$ cat config.mk
export PLATFORM = sky130hd
export DESIGN_NAME = shr_unit
export DESIGN_NICKNAME = d
export VERILOG_FILES = /design/src/rtl/shr_pkg.sv /design/src/rtl/shr_decode.sv /design/src/rtl/shr_stage.sv /design/src/rtl/shr_outreg.sv /design/src/rtl/shr_unit.sv
export SDC_FILE = /design/constraint.sdc
export NUM_CORES = 1
export LEC_CHECK = 0
export ABC_AREA = 1
export CAP_MARGIN = 20
export CORE_MARGIN = 5
export CORE_UTILIZATION = 25
export CTS_BUF_LIST = sky130_fd_sc_hd__clkbuf_2
export DETAILED_ROUTE_END_ITERATION = 10
export DONT_BUFFER_PORTS = 1
export PLACE_DENSITY_LB_ADDON = 0.25
export REMOVE_ABC_BUFFERS = 1
export SYNTH_ARGS = -nofsm -noshare
export SYNTH_HDL_FRONTEND = slang
export SYNTH_SLANG_ARGS = --single-unit
$ cat constraint.sdc
create_clock -name clk -period 1.1 [get_ports clk]
set_clock_uncertainty 0.2 [all_clocks]
set_input_delay 0.22 -clock clk [delete_from_list [all_inputs] [get_ports clk]]
set_output_delay 0.22 -clock clk [all_outputs]
set_load 0.05 [all_outputs]
$ cat src/rtl/shr_pkg.sv
package shr_pkg;

  typedef enum logic [2:0] {
    OP_LSL  = 3'b000,
    OP_LSR  = 3'b001,
    OP_ASL  = 3'b010,
    OP_ASR  = 3'b011,
    OP_ROL  = 3'b100,
    OP_ROR  = 3'b101,
    OP_THR6 = 3'b110,
    OP_THR7 = 3'b111
  } shr_op_e;

  // Per-request steering shared by every barrel stage
  typedef struct packed {
    logic to_left;  // direction of movement
    logic wrap;     // rotate: re-insert departing bits
    logic fill;     // value inserted when not wrapping
    logic active;   // stages may move data at all
  } shr_ctrl_t;

endpackage

$ cat src/rtl/shr_decode.sv
module shr_decode
  import shr_pkg::*;
(
  input  logic [2:0] op,
  input  logic       lsb,
  input  logic       msb,
  output shr_ctrl_t  ctrl
);

  always_comb begin
    ctrl = '{to_left: 1'b1, wrap: 1'b0, fill: 1'b0, active: 1'b1};
    unique case (shr_op_e'(op))
      OP_LSL:  ctrl = '{to_left: 1'b1, wrap: 1'b0, fill: 1'b0, active: 1'b1};
      OP_LSR:  ctrl = '{to_left: 1'b0, wrap: 1'b0, fill: 1'b0, active: 1'b1};
      OP_ASL:  ctrl = '{to_left: 1'b1, wrap: 1'b0, fill: lsb,  active: 1'b1};
      OP_ASR:  ctrl = '{to_left: 1'b0, wrap: 1'b0, fill: msb,  active: 1'b1};
      OP_ROL:  ctrl = '{to_left: 1'b1, wrap: 1'b1, fill: 1'b0, active: 1'b1};
      OP_ROR:  ctrl = '{to_left: 1'b0, wrap: 1'b1, fill: 1'b0, active: 1'b1};
      OP_THR6,
      OP_THR7: ctrl = '{to_left: 1'b1, wrap: 1'b0, fill: 1'b0, active: 1'b0};
      default: ctrl = '{to_left: 1'b1, wrap: 1'b0, fill: 1'b0, active: 1'b0};
    endcase
  end

endmodule

$ cat src/rtl/shr_stage.sv
// One barrel level: moves the word by a fixed distance SH when sel is set.
module shr_stage #(
  parameter int W  = 8,
  parameter int SH = 1
) (
  input  logic         sel,
  input  logic         to_left,
  input  logic         wrap,
  input  logic         fill,
  input  logic [W-1:0] x,
  output logic [W-1:0] y
);

  logic [W-1:0] moved_l;
  logic [W-1:0] moved_r;

  for (genvar i = 0; i < W; i++) begin : g_bit
    if (i >= SH) begin : g_l_in
      assign moved_l[i] = x[i-SH];
    end else begin : g_l_edge
      assign moved_l[i] = wrap ? x[i-SH+W] : fill;
    end
    if (i + SH < W) begin : g_r_in
      assign moved_r[i] = x[i+SH];
    end else begin : g_r_edge
      assign moved_r[i] = wrap ? x[i+SH-W] : fill;
    end
  end

  always_comb begin
    if (!sel)        y = x;
    else if (to_left) y = moved_l;
    else             y = moved_r;
  end

endmodule

$ cat src/rtl/shr_outreg.sv
module shr_outreg #(
  parameter int W       = 8,
  parameter bit REG_OUT = 1'b1
) (
  input  logic         clk,
  input  logic         rst_n,
  input  logic         load,
  input  logic [W-1:0] res,
  output logic         out_valid,
  output logic [W-1:0] dout
);

  if (REG_OUT) begin : g_reg
    logic [W-1:0] dout_d, dout_q;
    logic         vld_d, vld_q;

    always_comb begin
      vld_d  = load;
      dout_d = dout_q;
      if (load) dout_d = res;
    end

    always_ff @(posedge clk or negedge rst_n) begin
      if (!rst_n) begin
        vld_q  <= 1'b0;
        dout_q <= '0;
      end else begin
        vld_q  <= vld_d;
        dout_q <= dout_d;
      end
    end

    assign out_valid = vld_q;
    assign dout      = dout_q;
  end else begin : g_comb
    assign out_valid = load;
    assign dout      = res;
  end

endmodule

$ cat src/rtl/shr_unit.sv
module shr_unit
  import shr_pkg::*;
#(
  parameter int W       = 8,
  parameter bit REG_OUT = 1'b1
) (
  input  logic                 clk,
  input  logic                 rst_n,
  input  logic                 in_valid,
  input  logic [2:0]           op,
  input  logic [$clog2(W)-1:0] amt,
  input  logic [W-1:0]         din,
  output logic                 out_valid,
  output logic [W-1:0]         dout
);

  localparam int AW = $clog2(W);

  shr_ctrl_t    ctrl;
  logic [W-1:0] lvl [AW+1];

  shr_decode u_dec (
    .op   (op),
    .lsb  (din[0]),
    .msb  (din[W-1]),
    .ctrl (ctrl)
  );

  assign lvl[0] = din;

  for (genvar k = 0; k < AW; k++) begin : g_stage
    shr_stage #(.W(W), .SH(1 << k)) u_stg (
      .sel     (amt[k] & ctrl.active),
      .to_left (ctrl.to_left),
      .wrap    (ctrl.wrap),
      .fill    (ctrl.fill),
      .x       (lvl[k]),
      .y       (lvl[k+1])
    );
  end

  shr_outreg #(.W(W), .REG_OUT(REG_OUT)) u_out (
    .clk       (clk),
    .rst_n     (rst_n),
    .load      (in_valid),
    .res       (lvl[AW]),
    .out_valid (out_valid),
    .dout      (dout)
  );

endmodule

# Yosys cells after proc, flatten, opt, wreduce, memory -nomap -nowiden
# Index checks and enable logic that the tools add are counted.
# W data, S select, Z words.
# word_totals
inputBits	17
word_cells	35
regBits	9
output_inout_bits	9
# classes
reduce_logical	2
muxes	21
eq_ne	7
bitwise_logic	3
# op_table
operator	count
$mux W8	6
$pmux W4 S7	1
$mux W1	14
$eq A3 B3 Y1 const B	4
$eq A3 B2 Y1 const B	2
$and A1 B1 Y1	3
$eq A3 B1 Y1 const B	1
$logic_not A3 Y1	1
$reduce_or A2 Y1	1

# Depth between registers and ports, before layout
# Gate-level depths: netlist of the first run.
# depth
ltp_word	12
mapped_depth	14

# Cells and area by module
# A second synthesis of the first run with hierarchy kept.
# hier_totals
cells_unflattened	206
area_unflattened_um2	1056.0
# by_module_without_submodules
module	area_each_um2	n_inst	cells_per_inst	seq_area_each_um2
shr_outreg	330.3	1	35	225.2
shr_stage at g_stage[1].u_stg	234.0	1	54	0.0
shr_stage at g_stage[0].u_stg	222.7	1	50	0.0
shr_stage at g_stage[2].u_stg	198.9	1	49	0.0
shr_decode	47.5	1	12	0.0
shr_unit	22.5	1	6	0.0

# Worst setup path before layout of the first run
# OpenSTA, ideal clock, no wires.
# synth_timing
path_kind	input -> register
from	in op[1]
to	reg u_out.g_reg.dout_q[6] (netlist: u_out.dout[6])
slack_ns	-0.331
arrival_ns	1.113
setup_ns	0.118
path_stages	13
t_required_ns	0.782
cell_sequence	nand2_4 > nand2_4 > buf_6 > nor2_1 > nand3_2 > nand2_2 > nand2_2 > nand2_2 > nand3_1 > nand2_1 > nand2_1 > nand2_1 > nand2_1
# synth_via
elab_chain_cells	11
elab_cells_between_ends	22
classes_between	eq/ne: 7; mux: 10; bitwise: 3; reduce/logical: 2
# synth_lines
item	line	rtl
start, declared	shr_unit.sv:10	input logic [2:0] op,
$eq A3 B3 Y1	shr_decode.sv:12	unique case (shr_op_e'(op))
$reduce_or A2 Y1	shr_decode.sv:12	
$pmux W4 S7 *	shr_decode.sv:12	
$mux W1	shr_stage.sv:21	assign moved_l[i] = wrap ? x[i-SH+W] : fill;
$mux W8	shr_stage.sv:32	else if (to_left) y = moved_l;
$mux W8	shr_stage.sv:31	if (!sel) y = x;
$mux W8	shr_stage.sv:32	
$mux W8	shr_stage.sv:31	
$mux W1	shr_stage.sv:26	assign moved_r[i] = wrap ? x[i+SH-W] : fill;
$mux W8	shr_stage.sv:32	
$mux W8 *	shr_stage.sv:31	
end signal, assigned	shr_outreg.sv:29	dout_q <= dout_d;
end, declared	shr_outreg.sv:14	logic [W-1:0] dout_d, dout_q;
# Every way passes the cells marked *; elsewhere a longest branch is shown, timed or not.
# A chain may end at the register's enable or synchronous reset.

# Worst setup path after layout of the first run
# layout_timing
from	in op[2]
to	reg u_out.g_reg.dout_q[6] (netlist: u_out.dout[6])
# The elaborated chain is that of the path after synthesis.

==> metrics, run 1 <==
Die Area=5601 µm²; async set or reset register ratio after synthesis=100.0%; top-level I/O count=26; pre-CTS setup slack=-0.4120 ns; number of failing hold endpoints at the final stage=0; leading cell types by total area after synthesis=sky130_fd_sc_hd__nand2_1, sky130_fd_sc_hd__dfrtp_1, sky130_fd_sc_hd__nand3_1, sky130_fd_sc_hd__inv_1, sky130_fd_sc_hd__nand2_2; final antenna-violating net count=0; non-filler cells, final=274; vias per cell=4.730; Detailed Route WL=3488 µm; share of the clock period used by the worst path after layout=114.6%; buffers from clock root to sink, at most=2; quantity of I/O buffers inserted on ports=0; clock tree root buffer cell=sky130_fd_sc_hd__clkbuf_2; area inside the core boundary=4029 µm²; count of max-cap constraint violations=0; Non-Filler Cell Area, Final=1720 µm²; CP Data Required Time=1.04 ns; starting density of the core=26.09%; Post-DP HPWL=2416 µm; total placed cells including tap cells=260; area share of the largest cell type after synthesis=32.14%; count of unique library cells instantiated by Yosys=18; count of flip-flops with a built-in enable after synthesis=0; fraction of final layout cells with drive strength greater than 1=46.43%; drt initial violations=89; relative max-transition margin=72.47%; total vias in the final route=1296; Post-Synthesis Cell Area=1051 µm²; kind of path behind the tightest hold check=in -> reg; post-route minimum period=1.261 ns; startpoint class of the critical path=input port; Die Y-Extent=74.84 µm; residual DRC count=0; leading area contributor after synthesis=sky130_fd_sc_hd__nand2_1; gr ovfl total=0; Setup Crit Path Kind=in -> reg; violated checks=setup timing; Static Leak=0.8879 nW; clock latency on the worst-skew pair=0.24 ns; ant diodes=0; total track usage=12.59%; Final Net Count=242; Num Clock Sinks=9; area growth from synthesis to layout=63.69%; width of the die=74.84 µm; number of H-tree levels=1; RSZ-0062 raised after global routing=true; number of global-route vias before repair=1276; total of endpoints with negative setup slack in the final report=17; TritonCTS clock tree=yes; wire length of the first global-routing pass=5595 µm; type of element capturing the critical path=flip-flop; initial antenna violation count=0; outcome=complete, but fails checks; synthesized flop and latch total=9; peak clock frequency supported by timing=0.7930 GHz; Setup WS post-layout=-0.1610 ns; pwr dens=907.8 nW/µm²; total count of max-transition violations in the final report=0; clock-pin transition on the worst setup and hold timing paths=0.09 ns; end-of-flow core utilization=42.70%; fraction of the yosys area taken by sequential cells=21.43%; largest net degree at the start of global routing=10; Routed WL per cell=12.73 µm; Site Rows=23; top fanout value on the critical path=7; Overall Power=1.562 mW; smallest hold slack=0.03453 ns; number of optimization iterations in the first detailed-route pass=5; cts bufs inserted=3; transition time of the tightest slew-check pin=0.4115 ns; most common library cell in the layout ignoring fill and taps=sky130_fd_sc_hd__nand2_1; Arr. time, crit path=1.20 ns; Mapped Avg Cell Area=5.503 µm²; peak supply drop=466.4 µV; Fin Setup TNS=-1.956 ns; Synth Warn #=0; leading cell types in the layout, fill and taps excluded=sky130_fd_sc_hd__nand2_1, sky130_fd_sc_hd__nand2_2, sky130_fd_sc_hd__buf_4; post-placement cell area=1336 µm²; count of mapped cells out of synthesis=191; prevailing post-synth register cell=sky130_fd_sc_hd__dfrtp_1; placer congestion estimate=0.8765
-- state kept, by name (all words and copies together) (netlist names) --
name / flops
u_out.out_valid: 1
u_out.dout: 8
-- layer usage --
metal / track usage (%) / share of wire (%)
met5: 0 / 0
met1: 16.53 / 42
met4: 3.162 / 0.83
met2: 20.99 / 53
met3: 2.670 / 5.0
-- report_power, final --
group	leakage, nW	switching (mW)	internal, mW
clock	0.0166	0.116	0.0966
sequential	0.106	0.0845	0.378
combinational	0.765	0.498	0.389
total	0.888	0.698	0.864
-- layout make-up --
type / instances / area, µm²
fillers: 417 / 2308
multi-input cells: 157 / 968.4
repair buffers: 31 / 335.3
flip-flops and latches: 9 / 227.7
inverters: 23 / 106.4
well taps: 50 / 62.56
clock buffers: 4 / 20.02
-- worst max-delay path, cell delays in order --
cell and delay [ns]:
sky130_fd_sc_hd__nand2_8 0.09, sky130_fd_sc_hd__nand2_8 0.13, sky130_fd_sc_hd__inv_4 0.05, sky130_fd_sc_hd__or2_4 0.24, sky130_fd_sc_hd__nand3_2 0.07, sky130_fd_sc_hd__nand2_1 0.04
sky130_fd_sc_hd__nand2_1 0.06, sky130_fd_sc_hd__nand2_1 0.06, sky130_fd_sc_hd__nand2_1 0.06, sky130_fd_sc_hd__nand2_1 0.06, sky130_fd_sc_hd__nand2_1 0.05, sky130_fd_sc_hd__nand2_1 0.05
-- kinds of logic (layout without fill, tap and decap cells) --
kind of cell | Yosys count | count (layout) | synth area share, %
AO/OA/AOI/OAI | 11 | 11 | 6.310
buffers and inverters | 27 | 58 | 11.78
flip-flops | 9 | 9 | 21.43
AND/OR/NAND/NOR | 144 | 146 | 60.48
-- Yosys cell counts, types with 2 or more instances --
cell type / n
sky130_fd_sc_hd__nand3_2: 2
sky130_fd_sc_hd__nand3_1: 22
sky130_fd_sc_hd__inv_2: 4
sky130_fd_sc_hd__a21oi_2: 2
sky130_fd_sc_hd__nand2_1: 90
sky130_fd_sc_hd__nand2_2: 9
sky130_fd_sc_hd__inv_1: 18
sky130_fd_sc_hd__nand2_4: 3
sky130_fd_sc_hd__a21oi_1: 8
sky130_fd_sc_hd__nor2_1: 15
sky130_fd_sc_hd__dfrtp_1: 9
sky130_fd_sc_hd__buf_6: 3
-- final timing paths --
path / depth (start not counted) / end / start / slack [ns]
worst max-delay path: 12 / u_out.dout[6]$_DFFE_PN0P_ / op[2] / -0.16
min in group asynchronous: 1 / u_out.dout[1]$_DFFE_PN0P_ / rst_n / 0.13
worst min register to register: 2 / u_out.dout[7]$_DFFE_PN0P_ / u_out.dout[7]$_DFFE_PN0P_ / 0.36
max in group asynchronous: 1 / u_out.dout[6]$_DFFE_PN0P_ / rst_n / 0.26
worst min-delay path: 4 / u_out.dout[1]$_DFFE_PN0P_ / in_valid / 0.03
worst max register to register: 2 / u_out.dout[0]$_DFFE_PN0P_ / u_out.dout[0]$_DFFE_PN0P_ / 0.12
-- timing repair --
item | in CTS | in global routing
gates cloned | 2 | 0
resized for setup | 36 | 38
buffers inserted | 3 | 3
setup endpoints to repair | 17 | 17
pin swaps | 12 | 25
hold buffers | 2 | 0
endpoints found under the hold margin | 17 | 0
Note: power is estimated with default switching activity, not from simulation.
==> run 2, diff against run 1 <==
--- a/config.mk
+++ b/config.mk
@@ -5,7 +5,6 @@
 export SDC_FILE = /design/constraint.sdc
 export NUM_CORES = 1
 export LEC_CHECK = 0
-export ABC_AREA = 1
 export CAP_MARGIN = 20
 export CORE_MARGIN = 5
 export CORE_UTILIZATION = 25
==> run 2 against run 1 <==
The run still ends with setup timing left. Die area increased by 13%. Sequential cell count unchanged. Wire length is 17% higher. First-iteration DRC count fell by 19%.
==> metrics, run 2 <==
Setup Crit Path Kind=in -> reg; top-level I/O count=26 (unchanged); Switching Power=0.6269 mW (-10%); CP Data Required Time=1.01 ns (-0.03 ns); area fraction in compound gates after synthesis=34.85% (+29 points); Mapped Avg Cell Area=8.461 µm² (+54%); total count of max-transition violations in the final report=0 (unchanged); clock tree root buffer cell=sky130_fd_sc_hd__clkbuf_2; synthesized-area fraction occupied by xor and xnor cells=0% (unchanged); transition time of the tightest slew-check pin=0.4208 ns (+0.009286 ns); RSZ-0062 raised after global routing=true; count of max-cap constraint violations=0 (unchanged); leading cell types in the layout, fill and taps excluded=sky130_fd_sc_hd__buf_4, sky130_fd_sc_hd__nor2_1, sky130_fd_sc_hd__a21oi_1; total vias in the final route=1300 (+0.31%); leading area contributor after synthesis=sky130_fd_sc_hd__dfrtp_1; count of mapped cells out of synthesis=143 (-25%); residual DRC count=0 (unchanged); count of unique library cells instantiated by Yosys=46 (+28); Overall Power=1.567 mW (+0.30%); number of global-route vias before repair=1325 (+3.8%); Crit. Startpoint=amt[0]; most common library cell in the layout ignoring fill and taps=sky130_fd_sc_hd__buf_4; async set or reset register ratio after synthesis=100.0% (unchanged); cts bufs inserted=3 (unchanged); end-of-flow core utilization=37.22% (-5.5 points); wire length of the first global-routing pass=6423 µm (+15%); total of endpoints with negative setup slack in the final report=17 (unchanged); ordered cell list for the critical path=a21boi_4 > buf_4 > mux2i_4 > nand3_1 > a31oi_1 > o221ai_1; vias per cell=5.306 (+12%); leading cell types by total area after synthesis=sky130_fd_sc_hd__dfrtp_1, sky130_fd_sc_hd__mux2i_1, sky130_fd_sc_hd__mux2_2, sky130_fd_sc_hd__a21oi_1, sky130_fd_sc_hd__o21ai_0; area inside the core boundary=4723 µm² (+17%); area share of the largest cell type after synthesis=18.61% (-14 points); outcome=complete, but fails checks; Logic pwr share=59.9% (+3.1 points); Post-Synthesis Cell Area=1210 µm² (+15%); pre-CTS setup slack=-0.6025 ns (-0.1906 ns); Static Leak=0.7151 nW (-19%); main combinational cell family by area after synthesis=compound AO/OA/AOI/OAI gates; violated checks=setup timing; startpoint class of the critical path=input port; total track usage=12.83% (+0.25 points); Final Net Count=196 (-19%); buffers from clock root to sink, at most=2 (unchanged); non-filler cells, final=245 (-11%); Die Area=6331 µm² (+13%); starting density of the core=25.62% (-0.47 points); top fanout value on the critical path=14 (+7); gr ovfl total=0 (unchanged); Site Rows=25 (+8.7%); number of flip-flops under the largest register name=8 (unchanged); kind of path behind the tightest hold check=in -> reg; relative max-transition margin=71.85% (-0.62 points); largest net degree at the start of global routing=29 (+19); clock latency on the worst-skew pair=0.24 ns (about the same); prevailing post-synth register cell=sky130_fd_sc_hd__dfrtp_1; part of the total power dissipated in the clock network=13.1% (-0.5 points); post-route minimum period=1.339 ns (+0.07782 ns); Setup WS post-layout=-0.2388 ns (-0.07782 ns); post-synthesis adder-cell area fraction=0% (unchanged); sequential fraction of design power=27.0% (-2.6 points); placer congestion estimate=0.8614 (-1.7%); count of filler cells inserted in the layout=488 (+17%); total placed cells including tap cells=232 (-11%); number of H-tree levels=1 (unchanged); Die Y-Extent=79.57 µm (+6.3%); count of flip-flops with a built-in enable after synthesis=0 (unchanged); type of element capturing the critical path=flip-flop; CP peak stage delay=0.24 ns (about the same); number of failing hold endpoints at the final stage=0 (unchanged); fraction of final layout cells with drive strength greater than 1=47.19% (+0.76 points); cell with the largest stage delay on the worst path=sky130_fd_sc_hd__mux2i_4; drt initial violations=72 (-19%); area growth from synthesis to layout=45.30%; number of optimization iterations in the first detailed-route pass=4 (-1); Num Clock Sinks=9 (unchanged); Routed WL per cell=16.59 µm (+30%); fraction of power spent switching nets=40.02% (-4.7 points); internal power=0.9397 mW (+8.8%); synthesized flop and latch total=9 (unchanged); share of cell area taken by muxes after synthesis=16.75% (+17 points); pwr dens=891.1 nW/µm² (-1.8%); quantity of I/O buffers inserted on ports=0 (unchanged); clock-pin transition on the worst setup and hold timing paths=0.09 ns (about the same); Post-DP HPWL=2993 µm (+24%); multi-input combinational cell area=1018 µm² (+5.2%); TritonCTS clock tree=yes; peak supply drop=359.0 µV (-23%); Arr. time, crit path=1.25 ns (+0.05 ns); initial antenna violation count=0 (unchanged); Detailed Route WL=4064 µm (+17%); reg-to-reg critical path startpoint=u_out.dout[3]$_DFFE_PN0P_; peak clock frequency supported by timing=0.7469 GHz (-5.8%); fraction of the yosys area taken by sequential cells=18.61% (-2.8 points); footprint of the flip-flops and latches=225.2 µm² (-1.1%); share of the clock period used by the worst path after layout=121.7% (+7.1 points); width of the die=79.57 µm (+6.3%); most frequent cells after synthesis=sky130_fd_sc_hd__a21oi_1, sky130_fd_sc_hd__nor2_1, sky130_fd_sc_hd__nand2_1; Synth Warn #=0 (unchanged); most instantiated library cell after synthesis=sky130_fd_sc_hd__a21oi_1; basic-gate share of the synthesized area counting and, or, nand and nor cells=18.61% (-42 points); Worst Min Path Start=in_valid; ant diodes=0 (unchanged); final antenna-violating net count=0 (unchanged); smallest hold slack=0.01815 ns (-0.01638 ns)
==> run 2: cell types whose count changed in the layout (fill, tap and decap cells not counted), sizes merged, moves of 4 or more <==
cell    before  now
a21oi       10   14
buf         29   37
inv         22    6
mux2         0    8
mux2i        0    9
nand2      104   10
nand3       24    6
nor2        15   11
nor2b        0    4
o211ai       0    4
o21ai        1    9
==> run 2: metrics by stage <==
step,instance area [µm²],TNS [ns]
2_1_floorplan,1097,-2.854
3_3_place_gp,1464,-4.193
3_5_place_dp,1464,-4.314
4_1_cts,1657,-2.724
5_1_grt,1758,-3.237
6_report,1758,-2.584
==> run 2: worst max-delay path: cells and delay by family <==
family	cells	cell delay (ns)
buffers and inverters	1	0.17
AOI/OAI and AO/OA	3	0.51
and+or+nand+nor	1	0.12
muxes	1	0.24
==> run 2: repair_timing <==
action,CTS,global route
setup buffers,5,2
hold buffers,1,2
endpoints found under the hold margin,16,5
gates resized for setup,29,17
setup endpoints to repair,17,17
pin swaps,8,16
==> run 2: power by group through the flow <==
stage / logic, mW / clock network [mW] / registers (mW)
after detailed placement: 0.751 / 0 / 0.428
after global placement: 0.750 / 0 / 0.425
final: 0.938 / 0.206 / 0.422
after floorplan: 0.290 / 0 / 0.591
after CTS: 0.882 / 0.220 / 0.423
after global routing: 0.997 / 0.232 / 0.429
==> run 2: final cells by class <==
type                       instances  share of cell area (%)
clock buffer                       4                   1.139
inverter                           6                   1.281
sequential                         9                   12.81
multi-input combinational        119                   57.94
tap                               67                   4.769
timing repair buffer              40                   22.06
==> run 2: path summary, 6_finish.rpt <==
kind                            cells past startpoint  slack [ns]                   endpoint
max in group asynchronous                           1        0.26  u_out.out_valid$_DFF_PN0_
min in group asynchronous                           1        0.14  u_out.dout[0]$_DFFE_PN0P_
worst max-delay path                                6       -0.24  u_out.dout[7]$_DFFE_PN0P_
worst min-delay path                                2        0.02  u_out.dout[3]$_DFFE_PN0P_
worst max register to register                      4       -0.08  u_out.dout[3]$_DFFE_PN0P_
worst min register to register                      2        0.42  u_out.dout[2]$_DFFE_PN0P_
==> run 2: per-layer routing <==
layer	part of all wire, %	global-route usage (%)	vias to the layer above
met3	9.9	3.837	4
met2	45	19.45	54
li1	-	-	624
met4	0.66	4.296	0
met1	44	17.22	618
met5	0	0	-
==> run 2: kinds of logic after synthesis <==
logic type	count (synthesis)
buf+inv	15
mux	18
simple gates	45
flops	9
compound gates	56
